===== src/rtl/emt_pkg.sv =====
package emt_pkg;

  localparam int unsigned EMT_PERIOD_W = 6;
  localparam int unsigned EMT_SEL_W    = 2;

  // Counter value to load: a write takes priority over the stored period.
  function automatic logic [EMT_PERIOD_W-1:0] pick_load(
    input logic                    wr_en,
    input logic [EMT_PERIOD_W-1:0] wr_val,
    input logic [EMT_PERIOD_W-1:0] stored
  );
    return wr_en ? wr_val : stored;
  endfunction

  // One step of the blanking down counter.
  function automatic logic [EMT_PERIOD_W-1:0] step_down(
    input logic [EMT_PERIOD_W-1:0] cur
  );
    return cur - {{(EMT_PERIOD_W-1){1'b0}}, 1'b1};
  endfunction

endpackage


===== src/rtl/emt_prescaler.sv =====
module emt_prescaler #(
  parameter int unsigned SEL_W = 2,
  localparam int unsigned NUM_SEL = 1 << SEL_W,
  localparam int unsigned CNT_W   = 2 * (NUM_SEL - 1)
) (
  input  logic             clk,
  input  logic             rst_n,
  input  logic             restart,
  input  logic [SEL_W-1:0] sel,
  output logic             tick
);

  logic [CNT_W-1:0]   cnt_q;
  logic [NUM_SEL-1:0] tick_vec;

  always_ff @(posedge clk or negedge rst_n) begin
    if (!rst_n)       cnt_q <= '0;
    else if (restart) cnt_q <= '0;
    else              cnt_q <= cnt_q + {{(CNT_W-1){1'b0}}, 1'b1};
  end

  // Select i divides by 4**i: tick when the low 2*i bits are all ones.
  for (genvar i = 0; i < NUM_SEL; i++) begin : g_tap
    if (i == 0) begin : g_div1
      assign tick_vec[i] = 1'b1;
    end else begin : g_divn
      assign tick_vec[i] = &cnt_q[2*i-1:0];
    end
  end

  assign tick = tick_vec[sel];

endmodule


===== src/rtl/emt_period_reg.sv =====
module emt_period_reg #(
  parameter int unsigned PERIOD_W = 6
) (
  input  logic                clk,
  input  logic                rst_n,
  input  logic                standby,
  input  logic                wr_en,
  input  logic [PERIOD_W-1:0] wr_val,
  output logic [PERIOD_W-1:0] period_q
);

  always_ff @(posedge clk or negedge rst_n) begin
    if (!rst_n)       period_q <= '1;
    else if (standby) period_q <= '1;
    else if (wr_en)   period_q <= wr_val;
  end

endmodule


===== src/rtl/emt_blank_counter.sv =====
module emt_blank_counter #(
  parameter int unsigned PERIOD_W = 6
) (
  input  logic                clk,
  input  logic                rst_n,
  input  logic                standby,
  input  logic                load,
  input  logic                open_win,
  input  logic [PERIOD_W-1:0] load_val,
  input  logic [PERIOD_W-1:0] reload_val,
  input  logic                tick,
  output logic [PERIOD_W-1:0] cnt_q,
  output logic                mask_q,
  output logic                underflow
);

  assign underflow = mask_q && tick && (cnt_q == '0);

  always_ff @(posedge clk or negedge rst_n) begin
    if (!rst_n) begin
      cnt_q  <= '1;
      mask_q <= 1'b0;
    end else if (standby) begin
      cnt_q  <= '1;
      mask_q <= 1'b0;
    end else if (load) begin
      cnt_q <= load_val;
      if (open_win) mask_q <= 1'b1;
    end else if (underflow) begin
      cnt_q  <= reload_val;
      mask_q <= 1'b0;
    end else if (mask_q && tick) begin
      cnt_q <= emt_pkg::step_down(cnt_q);
    end
  end

endmodule


===== src/rtl/edge_mask_timer.sv =====
module edge_mask_timer #(
  parameter int unsigned PERIOD_W = emt_pkg::EMT_PERIOD_W,
  parameter int unsigned SEL_W    = emt_pkg::EMT_SEL_W,
  parameter int unsigned DATA_W   = 8
) (
  input  logic              clk,
  input  logic              rst_n,
  input  logic              standby_i,
  input  logic              wr_en_i,
  input  logic [DATA_W-1:0] wr_data_i,
  input  logic [SEL_W-1:0]  clk_sel_i,
  input  logic              edge_i,
  output logic              edge_o,
  output logic              mask_o
);

  logic [PERIOD_W-1:0] wr_val;
  logic [PERIOD_W-1:0] period_q;
  logic [PERIOD_W-1:0] cnt_q;
  logic [PERIOD_W-1:0] load_val;
  logic                accept;
  logic                wr_take;
  logic                load;
  logic                tick;
  logic                underflow;
  logic                mask_q;
  logic                unused_hi;

  assign wr_val    = wr_data_i[PERIOD_W-1:0];
  assign unused_hi = ^wr_data_i[DATA_W-1:PERIOD_W];

  // Named internal events, also used by the bound checker.
  assign accept   = edge_i && !mask_q && !standby_i;
  assign wr_take  = wr_en_i && !standby_i;
  assign load     = accept || wr_take;
  assign load_val = emt_pkg::pick_load(wr_take, wr_val, period_q);

  emt_period_reg #(.PERIOD_W(PERIOD_W)) u_reg (
    .clk      (clk),
    .rst_n    (rst_n),
    .standby  (standby_i),
    .wr_en    (wr_en_i),
    .wr_val   (wr_val),
    .period_q (period_q)
  );

  emt_prescaler #(.SEL_W(SEL_W)) u_presc (
    .clk     (clk),
    .rst_n   (rst_n),
    .restart (load || standby_i),
    .sel     (clk_sel_i),
    .tick    (tick)
  );

  emt_blank_counter #(.PERIOD_W(PERIOD_W)) u_cnt (
    .clk        (clk),
    .rst_n      (rst_n),
    .standby    (standby_i),
    .load       (load),
    .open_win   (accept),
    .load_val   (load_val),
    .reload_val (period_q),
    .tick       (tick),
    .cnt_q      (cnt_q),
    .mask_q     (mask_q),
    .underflow  (underflow)
  );

  assign edge_o = accept;
  assign mask_o = mask_q;

endmodule


===== config.mk =====
export PLATFORM = sky130hd
export DESIGN_NAME = edge_mask_timer
export DESIGN_NICKNAME = d
export VERILOG_FILES = /design/src/rtl/emt_pkg.sv /design/src/rtl/emt_prescaler.sv /design/src/rtl/emt_period_reg.sv /design/src/rtl/emt_blank_counter.sv /design/src/rtl/edge_mask_timer.sv
export SDC_FILE = /design/constraint.sdc
export NUM_CORES = 1
export LEC_CHECK = 0
export ABC_AREA = 1
export BUFFER_PORTS_ARGS = -buffer_cell sky130_fd_sc_hd__buf_2
export CAP_MARGIN = 20
export CORE_MARGIN = 2
export CORE_UTILIZATION = 60
export CTS_BUF_LIST = sky130_fd_sc_hd__clkbuf_4
export CTS_CLUSTER_SIZE = 20
export DETAILED_ROUTE_END_ITERATION = 16
export PLACE_DENSITY = 0.83
export SLEW_MARGIN = 20
export SYNTH_ARGS = -nofsm -noshare
export SYNTH_HDL_FRONTEND = slang
export SYNTH_HIERARCHICAL = 1
export SYNTH_SLANG_ARGS = --single-unit

===== constraint.sdc =====
create_clock -name clk -period 2.36 [get_ports clk]
set_input_delay 0.59 -clock clk [delete_from_list [all_inputs] [get_ports clk]]
set_output_delay 0.59 -clock clk [all_outputs]
set_load 0.1 [all_outputs]

### Word level (Yosys, flattened, before mapping)

Index checks and enable logic that the tools add are counted.

* equal/unequal tests: 1
* reduce and logical (&&, ||, !) cells: 17
* muxes and demuxes: 14
* order comparisons: 1
* $add $sub $neg: 2

Operator list (number)
* 6-bit 2-to-1 mux: 8
* 6-bit by 1-bit adder with 6-bit output, second input constant: 1
* 6-bit zero test: 1
* 6-bit AND reduction: 1
* 6-bit by 1-bit subtractor with 6-bit output, second input constant: 1
* 1-bit logical AND: 5
* 1-bit 2-to-1 mux: 5
* 2-bit AND reduction: 2
* 4-bit AND reduction: 1
* 4-bit nonzero test: 1
* 2-bit by 3-bit less-than comparator with 1-bit output, second input constant: 1
* 3-bit inequality test, second input constant: 1
* 3-bit nonzero test: 1
* 1-bit binary-select mux with 2-bit select: 1
* 1-bit zero test: 2
* 1-bit logical OR: 2
* 2-bit nonzero test: 1

* bits in registers: 19
* logic and storage cells: 39

### Depth between registers and ports, before layout

* depth after elaboration: 8
* mapped depth: 12
* gate-level depth less buffers: 12

### Cells and area by module

Netlist, hierarchy kept.

Modules (own cells, without submodules)
* emt_blank_counter: area an instance 610.6 µm², times used 1, cells each 86
* emt_prescaler: area an instance 296.5 µm², times used 1, cells each 38
* emt_period_reg: area an instance 254.0 µm², times used 1, cells each 27
* edge_mask_timer: area an instance 115.1 µm², times used 1, cells each 26

### Worst setup path before layout

Ideal clock, no wire load.

* path type: flip-flop to output port
* start: reg u_cnt.mask_q
* end: out edge_o
* arrival time: 1650 ps
* required time: 1770 ps
* slack: 120 ps
* stages on the path, launching flop included: 4
* path through: dfrtp_1 inv_1 nand3_1 inv_1

* longest elaborated chain between the ends: 3

RTL lines
* start, declared: RTL line emt_blank_counter.sv:13 `output logic mask_q,`
* start signal, assigned: RTL line emt_blank_counter.sv:22 `mask_q <= 1'b0;`
* start signal, assigned: RTL line emt_blank_counter.sv:25 `mask_q <= 1'b0;`
* start signal, assigned: RTL line emt_blank_counter.sv:28 `if (open_win) mask_q <= 1'b1;`
* 1-bit zero test: RTL line edge_mask_timer.sv:33 `assign accept = edge_i && !mask_q && !standby_i;`
* 1-bit logical AND (2 in series): RTL line edge_mask_timer.sv:33
* end, declared: RTL line edge_mask_timer.sv:13 `output logic edge_o,`

No other way between the ends.

### Worst setup path in the final report

* start: in standby_i
* end: out edge_o

* longest elaborated chain between the ends: 2

RTL lines
* start, declared: RTL line edge_mask_timer.sv:8 `input logic standby_i,`
* 1-bit zero test: RTL line edge_mask_timer.sv:33
* 1-bit logical AND: RTL line edge_mask_timer.sv:33

No other way between the ends.

==> summary by stage <==
Status
The run finished with clean final reports.

Power and ir drop
The combinational share of power is roughly 25%. Of the total power, the clock network draws 23.0%. In this run the power spent charging and discharging nets is around 0.25 mW. The internal power contribution is between 0.5 and 0.6 mW. Summed over all cells, the static leakage comes to about 0.75 nW. The maximum resistive drop on vdd is roughly 400 µV. Power spread over the standard cell area amounts to about 550 nW/µm². The sequential group share of total power is 51.9%.

The net switching share of the total power is between 30% and 40%.

STA
The worst clock skew on the final layout is 0.00336 ns. Setup slack on the critical path of the routed design comes to between 0.4 and 0.5 ns. The shortest clock period the worst path allows after layout is 1.95 ns. The transition time of the tightest slew-check pin is roughly 0.48 ns.

Setup repair after global routing left no endpoint under its margin. The max-slew violation count is 0. Derived from the worst setup path, the maximum achievable clock frequency is 512 MHz. The relative slew slack is roughly two thirds. The final cycle utilization of the critical path is between 80% and 90%.

Setup violations remaining at the end of the flow were counted as 0. In the final timing run, aggregate negative setup slack is 0 ns. The count of endpoints failing hold in the final timing report is 0.

Clock tree
The cell sitting at the root of the clock tree is a sky130_fd_sc_hd__clkbuf_4. The number of buffers added by the clock tree synthesis step is 3. The number of gates resized after cts is 0. The clock tree from TritonCTS is built. The level count of the clock H-tree is 1. The number of setup buffers added after CTS is 0.

The latest clock arrival within the worst-skew pair is between 0.2 and 0.3 ns. The clock-pin slew reported for the worst setup and hold paths after clock tree synthesis is approximately 0.10 ns. In this run the deepest clock path goes through 2 buffers. Clock tree synthesis found a total of 19 sinks.

Buffers inserted to repair hold after CTS numbered 0.

Drt
The first detailed-routing pass ran for 4 iterations. In the routed layout, each cell is associated on average with a via count of ~5.3. The remaining antenna violation count after routing is 0.

The met2 wire length is approximately 1200 µm. The top layer used by detailed routing is met4. For this run, design rule violations remaining after detail routing come to 0.

The post-route met1 wirelength is ~1200 µm. Detailed routing inserted a total of around 1.2k vias. The routed design uses about 76 µm of met3 wire. Summed over all layers, the routed wires come to roughly 2400 µm. After detailed routing, the average wire length per cell comes to approximately 11 µm. The detailed router's first-iteration violation count is 16.

Floorplanning
The initial utilization of the core area, before any placement, comes to about 64%. The full die area is roughly 2500 µm². After floorplanning, the core was divided into 16 placement rows. The placeable core region is between 1500 and 2000 µm².

The floorplan step set the die height to between 50 and 60 µm. The width of the die is between 50 and 60 µm. During I/O placement, the number of pins put on the boundary was 17.

Global route
The number of antenna violations at the first check in global routing was 0. The maximum number of pins on one net before global-route repair is 20. The global-route wire length before repair is roughly 4500 µm.

The total overflow left after global routing is 0. The via count of the first global-routing pass is between 1k and 1.5k. The all-layer global routing usage is a little under a quarter.

Run
Max-cap violations in this run came to 0.

Final layout
The number of antenna diodes in the final layout is 0. The post-route netlist has roughly a quarter of its cells at a drive strength greater than 1. The relative area change from synthesis to final layout is 9.93%. The filler cells instantiated in the layout total about 170.

The final standard cell utilization of the core is 70.6%. The total number of nets in the final design is between 200 and 250.

Placement
The post-detailed-placement half-perimeter wirelength is 1910 µm. Timing analysis after detailed placement gives a worst setup slack of 0.403 ns. The count of buffers added on input and output ports is 14. The routability congestion estimate is 0.813.

Setup path
In this run the register-to-register setup slack is about 0.47 ns. The worst reg2reg path endpoint is u_cnt/mask_q$_DFFE_PN0P_. The critical path capture point is edge_o. The data arrival time of the worst path is approximately 1.4 ns. In this run the worst setup path begins at standby_i. The worst setup path category is in -> out. The maximum fanout count along the critical path is 15. In this run the critical register-to-register path is launched from u_presc/cnt_q[0]$_DFF_PN0_. The kind of capture point of the worst setup path is an output port.

For the worst flop-to-flop path, the logic depth is 10. Data on the critical path is required at its endpoint by ~1.8 ns. The worst setup path is launched from an input port.

Yosys
The total of warnings raised by yosys is 6. The post-synth net total is 193. The post-synthesis instance total is 176. After synthesis the cells add up to approximately 1300 µm². The post-synthesis average cell area is ~7.2 µm².

Hold path
The worst hold path belongs to the class in -> async.
-- cells in the final DEF, fill, tap and decap left out, drive strengths merged --
| master | n |
|---|---|
| nor2 | 18 |
| nand3b | 1 |
| o21ai | 6 |
| dfrtp | 7 |
| nand3 | 24 |
| buf | 15 |
| nand2 | 58 |
| o211ai | 1 |
| clkbuf | 4 |
| a21oi | 16 |
| nand4 | 6 |
| dfstp | 12 |
| xor2 | 1 |
| and2 | 1 |
| ha | 2 |
| inv | 19 |
| a31oi | 1 |
-- power groups by stage --
stage          Sequential, mW  Clock (mW)  Combinational, mW
2_1_floorplan           0.404           0              0.138
3_3_place_gp            0.401           0              0.187
3_5_place_dp            0.403           0              0.191
4_1_cts                 0.397       0.184              0.193
5_1_grt                 0.402       0.201              0.221
6_report                0.397       0.176              0.192
-- area by class of cell --
type	count	area, µm²	share of cell area [%]
multi-input combinational	135	681	48.7
sequential	19	490	35.1
timing repair buffer	15	92.6	6.62
inverter	19	71.3	5.10
tap	27	33.8	2.42
clock buffer	4	30.0	2.15
-- sequential cells by signal, summed over array words and instances (netlist names) --
| name | flops |
|---|---|
| u_cnt/cnt_q | 6 |
| u_presc/cnt_q | 6 |
| u_reg/period_q | 6 |
| u_cnt/mask_q | 1 |
-- worst min-delay path by stage --
stage | from | endpoint | slack (ns) | depth (start not counted)
2_1_floorplan | rst_n | u_cnt/mask_q$_DFFE_PN0P_ | 0.29 | 0
3_3_place_gp | u_cnt/cnt_q[0]$_DFFE_PN1P_ | u_cnt/cnt_q[0]$_DFFE_PN1P_ | 0.46 | 2
3_5_place_dp | u_cnt/cnt_q[0]$_DFFE_PN1P_ | u_cnt/cnt_q[0]$_DFFE_PN1P_ | 0.46 | 2
4_1_cts | rst_n | u_presc/cnt_q[2]$_DFF_PN0_ | 0.22 | 1
5_1_grt | rst_n | u_presc/cnt_q[3]$_DFF_PN0_ | 0.23 | 1
6_report | rst_n | u_presc/cnt_q[3]$_DFF_PN0_ | 0.22 | 1
-- routing by layer --
| metal | global-route usage (%) | vias up |
|---|---|---|
| met5 | 0 | - |
| met4 | 10.2 | 0 |
| li1 | - | 609 |
| met3 | 2.73 | 4 |
| met1 | 29.7 | 518 |
| met2 | 39.7 | 24 |
-- critical path, cell delays in order --
cell	delay (ns)
sky130_fd_sc_hd__buf_2	0.19
sky130_fd_sc_hd__inv_2	0.17
sky130_fd_sc_hd__nand3_1	0.11
sky130_fd_sc_hd__inv_1	0.12
sky130_fd_sc_hd__buf_12	0.18
-- stage by stage --
| step | std cells | hold WS [ns] | power, mW | instance area, µm² |
|---|---|---|---|---|
| global placement | 215 | 0.461 | 0.588 | 1370 |
| global route | 219 | 0.225 | 0.823 | 1400 |
| finish | 219 | 0.218 | 0.765 | 1400 |
| detailed placement | 215 | 0.463 | 0.594 | 1370 |
| floorplan | 176 | 0.294 | 0.542 | 1270 |
| CTS | 219 | 0.222 | 0.774 | 1400 |
Power figures use the tool's default switching activity.
